===== src/rtl/rob_pkg.sv =====
package rob_pkg;

    typedef enum logic [1:0] {
        KIND_REG    = 2'd0,
        KIND_STORE  = 2'd1,
        KIND_BRANCH = 2'd2,
        KIND_RSVD   = 2'd3
    } op_kind_e;

    typedef enum logic [1:0] {
        OCC_EMPTY   = 2'd0,
        OCC_PARTIAL = 2'd1,
        OCC_FULL    = 2'd2,
        OCC_RECOVER = 2'd3
    } occ_state_e;

endpackage


===== src/rtl/rob_ctrl.sv =====
module rob_ctrl
    import rob_pkg::*;
#(
    parameter int DEPTH = 8,
    localparam int IDX_W = $clog2(DEPTH),
    localparam int PTR_W = IDX_W + 1
) (
    input  logic             clk,
    input  logic             rst_n,
    input  logic             push_req,
    input  logic             pop,
    input  logic             flush,
    output logic             issue_open,
    output logic [IDX_W-1:0] head_idx,
    output logic [IDX_W-1:0] tail_idx
);

    occ_state_e       state, state_nxt;
    logic [PTR_W-1:0] head_ptr, tail_ptr;
    logic [PTR_W-1:0] occ, occ_nxt;
    logic             push;

    assign push    = push_req && issue_open;
    assign occ     = tail_ptr - head_ptr;
    assign occ_nxt = occ + PTR_W'(push) - PTR_W'(pop);

    always_ff @(posedge clk or negedge rst_n) begin
        if (!rst_n) state <= OCC_EMPTY;
        else        state <= state_nxt;
    end

    always_comb begin
        state_nxt = state;
        if (flush) begin
            state_nxt = OCC_RECOVER;
        end else begin
            unique case (state)
                OCC_RECOVER: state_nxt = OCC_EMPTY;
                OCC_EMPTY, OCC_PARTIAL, OCC_FULL: begin
                    if (occ_nxt == '0)                 state_nxt = OCC_EMPTY;
                    else if (occ_nxt == PTR_W'(DEPTH)) state_nxt = OCC_FULL;
                    else                               state_nxt = OCC_PARTIAL;
                end
            endcase
        end
    end

    always_comb begin
        unique case (state)
            OCC_EMPTY, OCC_PARTIAL: issue_open = 1'b1;
            OCC_FULL, OCC_RECOVER:  issue_open = 1'b0;
        endcase
    end

    always_ff @(posedge clk or negedge rst_n) begin
        if (!rst_n) begin
            head_ptr <= '0;
            tail_ptr <= '0;
        end else if (flush) begin
            head_ptr <= '0;
            tail_ptr <= '0;
        end else begin
            head_ptr <= head_ptr + PTR_W'(pop);
            tail_ptr <= tail_ptr + PTR_W'(push);
        end
    end

    assign head_idx = head_ptr[IDX_W-1:0];
    assign tail_idx = tail_ptr[IDX_W-1:0];

endmodule


===== src/rtl/rob_entries.sv =====
module rob_entries
    import rob_pkg::*;
#(
    parameter int DEPTH  = 8,
    parameter int REG_W  = 4,
    parameter int DATA_W = 32,
    parameter int ADDR_W = 32,
    localparam int IDX_W = $clog2(DEPTH)
) (
    input  logic              clk,
    input  logic              rst_n,
    input  logic              flush,
    input  logic              alloc_en,
    input  logic [IDX_W-1:0]  alloc_idx,
    input  op_kind_e          alloc_kind,
    input  logic [REG_W-1:0]  alloc_reg,
    input  logic [ADDR_W-1:0] alloc_addr,
    input  logic [DATA_W-1:0] alloc_data,
    input  logic              alloc_ready,
    input  logic              wb_en,
    input  logic [IDX_W-1:0]  wb_idx,
    input  logic [DATA_W-1:0] wb_data,
    input  logic              wb_mispred,
    input  logic              retire_en,
    input  logic [IDX_W-1:0]  retire_idx,
    output logic              busy_o [DEPTH],
    output logic              rdy_o  [DEPTH],
    output logic              mis_o  [DEPTH],
    output op_kind_e          kind_o [DEPTH],
    output logic [REG_W-1:0]  dreg_o [DEPTH],
    output logic [ADDR_W-1:0] addr_o [DEPTH],
    output logic [DATA_W-1:0] val_o  [DEPTH]
);

    for (genvar i = 0; i < DEPTH; i++) begin : g_ent
        logic              busy_q, rdy_q, mis_q;
        op_kind_e          kind_q;
        logic [REG_W-1:0]  dreg_q;
        logic [ADDR_W-1:0] addr_q;
        logic [DATA_W-1:0] val_q;

        always_ff @(posedge clk or negedge rst_n) begin
            if (!rst_n) begin
                busy_q <= 1'b0;
                rdy_q  <= 1'b0;
                mis_q  <= 1'b0;
                kind_q <= KIND_REG;
                dreg_q <= '0;
                addr_q <= '0;
                val_q  <= '0;
            end else if (flush) begin
                busy_q <= 1'b0;
                rdy_q  <= 1'b0;
                mis_q  <= 1'b0;
            end else begin
                if (retire_en && retire_idx == IDX_W'(i)) begin
                    busy_q <= 1'b0;
                    rdy_q  <= 1'b0;
                end
                if (wb_en && wb_idx == IDX_W'(i) && busy_q) begin
                    val_q <= wb_data;
                    rdy_q <= 1'b1;
                    mis_q <= wb_mispred;
                end
                if (alloc_en && alloc_idx == IDX_W'(i)) begin
                    busy_q <= 1'b1;
                    kind_q <= alloc_kind;
                    dreg_q <= alloc_reg;
                    addr_q <= alloc_addr;
                    val_q  <= alloc_data;
                    rdy_q  <= alloc_ready;
                    mis_q  <= 1'b0;
                end
            end
        end

        assign busy_o[i] = busy_q;
        assign rdy_o[i]  = rdy_q;
        assign mis_o[i]  = mis_q;
        assign kind_o[i] = kind_q;
        assign dreg_o[i] = dreg_q;
        assign addr_o[i] = addr_q;
        assign val_o[i]  = val_q;
    end

endmodule


===== src/rtl/rob_regmap.sv =====
module rob_regmap #(
    parameter int NREG  = 16,
    parameter int DEPTH = 8,
    localparam int REG_W = $clog2(NREG),
    localparam int IDX_W = $clog2(DEPTH)
) (
    input  logic             clk,
    input  logic             rst_n,
    input  logic             flush,
    input  logic             set_en,
    input  logic [REG_W-1:0] set_reg,
    input  logic [IDX_W-1:0] set_tag,
    input  logic             clr_en,
    input  logic [REG_W-1:0] clr_reg,
    input  logic [IDX_W-1:0] clr_tag,
    output logic             map_vld [NREG],
    output logic [IDX_W-1:0] map_tag [NREG]
);

    for (genvar r = 0; r < NREG; r++) begin : g_reg
        logic             vld_q;
        logic [IDX_W-1:0] tag_q;

        always_ff @(posedge clk or negedge rst_n) begin
            if (!rst_n) begin
                vld_q <= 1'b0;
                tag_q <= '0;
            end else if (flush) begin
                vld_q <= 1'b0;
            end else if (set_en && set_reg == REG_W'(r)) begin
                vld_q <= 1'b1;
                tag_q <= set_tag;
            end else if (clr_en && clr_reg == REG_W'(r) && tag_q == clr_tag) begin
                vld_q <= 1'b0;
            end
        end

        assign map_vld[r] = vld_q;
        assign map_tag[r] = tag_q;
    end

endmodule


===== src/rtl/rob_core.sv =====
module rob_core
    import rob_pkg::*;
#(
    parameter int DEPTH  = 8,
    parameter int NREG   = 16,
    parameter int DATA_W = 32,
    parameter int ADDR_W = 32,
    parameter int NLOOK  = 2,
    localparam int IDX_W = $clog2(DEPTH),
    localparam int REG_W = $clog2(NREG)
) (
    input  logic                    clk,
    input  logic                    rst_n,
    input  logic                    iss_valid,
    input  logic [1:0]              iss_kind,
    input  logic [REG_W-1:0]        iss_dreg,
    input  logic [ADDR_W-1:0]       iss_addr,
    input  logic                    iss_data_ok,
    input  logic [DATA_W-1:0]       iss_data,
    output logic                    iss_ready,
    output logic [IDX_W-1:0]        iss_tag,
    input  logic                    cdb_valid,
    input  logic [IDX_W-1:0]        cdb_tag,
    input  logic [DATA_W-1:0]       cdb_value,
    input  logic                    cdb_mispred,
    input  logic [NLOOK*REG_W-1:0]  lk_reg,
    output logic [NLOOK-1:0]        lk_busy,
    output logic [NLOOK*IDX_W-1:0]  lk_tag,
    output logic [NLOOK-1:0]        lk_ready,
    output logic [NLOOK*DATA_W-1:0] lk_value,
    output logic                    rf_we,
    output logic [REG_W-1:0]        rf_waddr,
    output logic [DATA_W-1:0]       rf_wdata,
    output logic                    mem_we,
    output logic [ADDR_W-1:0]       mem_addr,
    output logic [DATA_W-1:0]       mem_wdata,
    output logic                    flush,
    output logic [DATA_W-1:0]       redirect_pc
);

    op_kind_e         new_kind;
    logic             accept, commit_go;
    logic [IDX_W-1:0] head_idx, tail_idx;

    logic              e_busy [DEPTH];
    logic              e_rdy  [DEPTH];
    logic              e_mis  [DEPTH];
    op_kind_e          e_kind [DEPTH];
    logic [REG_W-1:0]  e_dreg [DEPTH];
    logic [ADDR_W-1:0] e_addr [DEPTH];
    logic [DATA_W-1:0] e_val  [DEPTH];

    logic             map_vld [NREG];
    logic [IDX_W-1:0] map_tag [NREG];

    logic              h_busy, h_rdy, h_mis;
    op_kind_e          h_kind;
    logic [REG_W-1:0]  h_dreg;
    logic [ADDR_W-1:0] h_addr;
    logic [DATA_W-1:0] h_val;

    assign new_kind = op_kind_e'(iss_kind);
    assign accept   = iss_valid && iss_ready;
    assign iss_tag  = tail_idx;

    rob_ctrl #(.DEPTH(DEPTH)) u_ctrl (
        .clk        (clk),
        .rst_n      (rst_n),
        .push_req   (iss_valid),
        .pop        (commit_go),
        .flush      (flush),
        .issue_open (iss_ready),
        .head_idx   (head_idx),
        .tail_idx   (tail_idx)
    );

    rob_entries #(
        .DEPTH(DEPTH), .REG_W(REG_W), .DATA_W(DATA_W), .ADDR_W(ADDR_W)
    ) u_entries (
        .clk         (clk),
        .rst_n       (rst_n),
        .flush       (flush),
        .alloc_en    (accept),
        .alloc_idx   (tail_idx),
        .alloc_kind  (new_kind),
        .alloc_reg   (iss_dreg),
        .alloc_addr  (iss_addr),
        .alloc_data  (iss_data),
        .alloc_ready (new_kind == KIND_STORE && iss_data_ok),
        .wb_en       (cdb_valid),
        .wb_idx      (cdb_tag),
        .wb_data     (cdb_value),
        .wb_mispred  (cdb_mispred),
        .retire_en   (commit_go),
        .retire_idx  (head_idx),
        .busy_o      (e_busy),
        .rdy_o       (e_rdy),
        .mis_o       (e_mis),
        .kind_o      (e_kind),
        .dreg_o      (e_dreg),
        .addr_o      (e_addr),
        .val_o       (e_val)
    );

    rob_regmap #(.NREG(NREG), .DEPTH(DEPTH)) u_map (
        .clk     (clk),
        .rst_n   (rst_n),
        .flush   (flush),
        .set_en  (accept && new_kind == KIND_REG),
        .set_reg (iss_dreg),
        .set_tag (tail_idx),
        .clr_en  (commit_go && h_kind == KIND_REG),
        .clr_reg (h_dreg),
        .clr_tag (head_idx),
        .map_vld (map_vld),
        .map_tag (map_tag)
    );

    // Head entry view
    assign h_busy = e_busy[head_idx];
    assign h_rdy  = e_rdy[head_idx];
    assign h_mis  = e_mis[head_idx];
    assign h_kind = e_kind[head_idx];
    assign h_dreg = e_dreg[head_idx];
    assign h_addr = e_addr[head_idx];
    assign h_val  = e_val[head_idx];

    assign commit_go = h_busy && h_rdy;

    // Commit actions, one per cycle, chosen by the kind of the head entry
    always_comb begin
        rf_we       = 1'b0;
        mem_we      = 1'b0;
        flush       = 1'b0;
        rf_waddr    = h_dreg;
        rf_wdata    = h_val;
        mem_addr    = h_addr;
        mem_wdata   = h_val;
        redirect_pc = h_val;
        if (commit_go) begin
            unique case (h_kind)
                KIND_REG:    rf_we  = 1'b1;
                KIND_STORE:  mem_we = 1'b1;
                KIND_BRANCH: flush  = h_mis;
                KIND_RSVD:   ;
            endcase
        end
    end

    // Operand lookup ports
    for (genvar g = 0; g < NLOOK; g++) begin : g_look
        logic [REG_W-1:0] lreg;
        logic [IDX_W-1:0] ltag;
        assign lreg = lk_reg[g*REG_W +: REG_W];
        assign ltag = map_tag[lreg];
        assign lk_busy[g]                  = map_vld[lreg];
        assign lk_tag[g*IDX_W +: IDX_W]    = map_vld[lreg] ? ltag : '0;
        assign lk_ready[g]                 = map_vld[lreg] && e_rdy[ltag];
        assign lk_value[g*DATA_W +: DATA_W] = map_vld[lreg] ? e_val[ltag] : '0;
    end

endmodule


===== config.mk =====
export PLATFORM = sky130hd
export DESIGN_NAME = rob_core
export DESIGN_NICKNAME = d
export VERILOG_FILES = /design/src/rtl/rob_pkg.sv /design/src/rtl/rob_ctrl.sv /design/src/rtl/rob_entries.sv /design/src/rtl/rob_regmap.sv /design/src/rtl/rob_core.sv
export SDC_FILE = /design/constraint.sdc
export NUM_CORES = 2
export LEC_CHECK = 0
export ABC_AREA = 1
export BUFFER_PORTS_ARGS = -buffer_cell sky130_fd_sc_hd__clkbuf_2
export CORE_MARGIN = 3
export CORE_UTILIZATION = 56
export CTS_CLUSTER_SIZE = 12
export DETAILED_ROUTE_END_ITERATION = 10
export HOLD_SLACK_MARGIN = 0.03
export PLACE_DENSITY = 0.78
export RECOVER_POWER = 100
export SYNTH_ARGS = -nofsm -noshare
export SYNTH_HDL_FRONTEND = slang
export SYNTH_HIERARCHICAL = 1
export SYNTH_SLANG_ARGS = --single-unit

===== constraint.sdc =====
create_clock -name clk -period 3.25 [get_ports clk]
set_input_delay 0.1625 -clock clk [delete_from_list [all_inputs] [get_ports clk]]
set_output_delay 0.1625 -clock clk [all_outputs]
set_load 0.03 [all_outputs]

==> impl_metrics.yaml <==
finish:
  multiInputGateArea_sq_um: 21500
  area_growth_pct: 13.2
  layout_commonest_cell: "nand2_1"
  fin_nets: 6596
  num-fill-cells: 6581
  layout_common_cells: "2172 x nand2_1, 1186 x nand3_1, 656 x dfrtp_1, 592 x nor2_1, 512 x o21ai_0"
  final_cells: 7476
  drive_above_1_share_pct: 10.4
  regArea_sq_um: 16500
  utilization_pct: 64.6
critical_path:
  start_kind: "flip-flop"
  crit_type: "reg2out"
  slowest_stage: "clkinv_2"
  worstPathMaxFanout: 17
  max_stage_delay_ns: 0.42
  arrival_ns: 3.00
  crit_buf_inv: 3
  crit_chain: "inv_1 > a21oi_1 > o21ai_0 > nand3_1 > nand3_1 > nand2_1 > nand2_1 > clkinv_2 > nand3_1 > nand2_1 > clkbuf_2"
  critPathRequiredTime_ns: 3.09
  path_delay_family: "simple AND/OR/NAND/NOR gates"
  endpoint_kind: "primary output"
synthesis:
  syn_nets: 6534
  syn_area_per_cell_sq_um: 6.55
  synth-seq-cells: 658
  yosysTopAreaCell: "dfrtp_1"
  synth_top_area_share_pct: 39.2
  syn_area_sq_um: 42000
  synth_warnings: 6
  ys_seq_area_share_pct: 39.2
  yosys-top-cells-area: "dfrtp_1 39%, nand2_1 20%, nand3_1 14%, o21ai_0 6.1%, nor2_1 5.3%"
  synth_cells: 6404
  yosysUniqueCellTypes: 39
placed_design:
  dp_cells: 7212
  gp_congestion: 0.932
  io_buffers: 331
  dp_hpwl_um: 92200
sta:
  rsz0062_at_grt: "yes"
  fin_crit_sh_pct: 97.4
  fin_skew_ns: 0.0287
  final_hold_viol_count: 0
  fmax_mhz: 316
  setup_viol: 0
  min_period_ns: 3.16
  maxSlewHeadroom_pct: -84.6
  hold-worst-slack_ns: 0.0595
  max_slew.worst_pin.slew_ns: 2.77
  maxSlewViolCount: 89
global_routing:
  grt_max_degree: 174
  grt_pass1_vias: 44273
  grt_pass1_wl_um: 247000
  track_usage_pct: 39.6
  antenna_found_initial: 7
  grt-ovfl-total: 0
clocking:
  cts_root_buf: "clkbuf_16"
  cts_max_level: 3
  clock_sinks: 658
  cts_tree: "yes"
  clk_pin_slew_ns: 0.06
  numCtsBuffers: 74
  clockBufferDepth: 3
  clk_latency_ns: 0.64
routing:
  initialDrtViolationCount: 7188
  drc: 0
  viasPerCell: 6.32
  vias: 47266
  drt-pass1-iter-count: 9
  drt-total-wl_um: 161000
  avgRoutedWirePerCell_um: 21.6
  ant_nets: 0
floorplan:
  die_h_um: 280
  io_pins: 332
  rows: 99
  coreArea_sq_um: 73600
  start_util_pct: 57.0
  dieArea_sq_um: 78200
  die_x_um: 280
power:
  power_density_nw_per_um2: 1100
  power_leakage_nw: 24.1
  power_mw: 52.1
  ir_drop_mv: 0.738
run:
  drv_cap: 1
status:
  violations: "max-capacitance violations, max-slew violations"
  status: "finished, violations left"
worst_hold_path:
  min_path_type: "in2reg"
power by group:
part	switching, mW	internal [mW]
Clock	3.58	4.82
Sequential	3.13	11.8
Combinational	20.1	8.69
cell type report:
| type | instances | area share, % |
|---|---|---|
| repair buffers | 634 | 10.5 |
| diodes | 6 | 0.0316 |
| multi-input cells | 4868 | 45.3 |
| inverters | 230 | 1.89 |
| flip-flops and latches | 658 | 34.7 |
| clock inverters | 16 | 0.532 |
| clock buffers | 105 | 4.49 |
| well taps | 959 | 2.53 |
metal layers:
layer  wire length (um)  GRT usage (%)  share of wire [%]  vias up
met2              68100           58.9                 42     3888
met4              10200           22.5                6.3        8
met1              58100           51.9                 36    21627
met5                 42          0.305              0.026        -
li1                   -              -                  -    20899
met3              24700           11.5                 15      844
through the flow:
step / worst slack (ns) / area (sq um) / setup TNS [ns]
finish: 0.0859 / 47500 / 0
detailed placement: 0.176 / 43700 / 0
global route: -0.0276 / 47500 / -0.0461
floorplan: 0.0110 / 42000 / 0
CTS: 0.00395 / 47400 / 0
global placement: 0.276 / 43700 / 0
cell usage after synthesis, drive strengths merged:
| cell type | count |
|---|---|
| nand2 | 2198 |
| a32o | 1 |
| nor2 | 603 |
| fa | 3 |
| nor3b | 1 |
| a21oi | 26 |
| inv | 228 |
| xor2 | 1 |
| buf | 342 |
| xnor2 | 5 |
| nand3 | 1190 |
| clkinv | 2 |
| dfrtp | 658 |
| o21ai | 654 |
| nor3 | 5 |
| o211ai | 21 |
| o221ai | 1 |
| nand4 | 11 |
| ha | 8 |
| clkbuf | 306 |
| a31oi | 68 |
| o22ai | 71 |
| a22oi | 1 |
logic make-up after synthesis:
| logic type | Yosys count | synth area share [%] |
|---|---|---|
| compound gates | 843 | 10.6 |
| flops | 658 | 39.2 |
| xor+xnor | 6 | 0.125 |
| buf+inv | 878 | 9.73 |
| fa+ha+maj | 11 | 0.382 |
| simple gates | 4008 | 39.9 |
worst paths after layout:
path                       slack (ns)                            to  cells past startpoint                          from
max                              0.09                   lk_value[3]                     11       u_map/g_reg[9].tag_q[2]
min                              0.06      u_entries/g_ent[1].mis_q                      5                    cdb_tag[0]
max reg2reg                      0.12               u_ctrl/state[1]                     15            u_ctrl/head_ptr[0]
min reg2reg                      0.48  u_entries/g_ent[6].addr_q[1]                      2  u_entries/g_ent[6].addr_q[1]
max in group asynchronous        0.46  u_entries/g_ent[5].addr_q[4]                      3                         rst_n
min in group asynchronous        0.98      u_map/g_reg[10].tag_q[2]                      2                         rst_n
registers in the layout, summed over array words and instances (netlist names):
register	cells
u_entries/g_ent.kind_q	16
u_entries/g_ent.val_q	256
u_entries/g_ent.mis_q	8
u_entries/g_ent.busy_q	8
u_entries/g_ent.rdy_q	8
u_ctrl/head_ptr	4
u_ctrl/state	2
u_entries/g_ent.addr_q	256
u_entries/g_ent.dreg_q	32
u_ctrl/tail_ptr	4
u_map/g.tag_q	48
u_map/g.vld_q	16
worst min-delay path, cell delays in order:
cell	delay, ns
clkbuf_2	0.11
nand2_1	0.14
nor2_1	0.09
nand4_1	0.07
o21ai_0	0.07
what timing repair did:
item / 4_1_cts / 5_1_grt
endpoints found under the setup margin: 17 / 224
pin swaps: 0 / 2
hold buffers: 132 / 0
endpoints found under the hold margin: 618 / 0
cloned: 0 / 4
gates resized for setup: 3 / 15
setup buffers: 0 / 1
(Power assumes the default switching activity.)
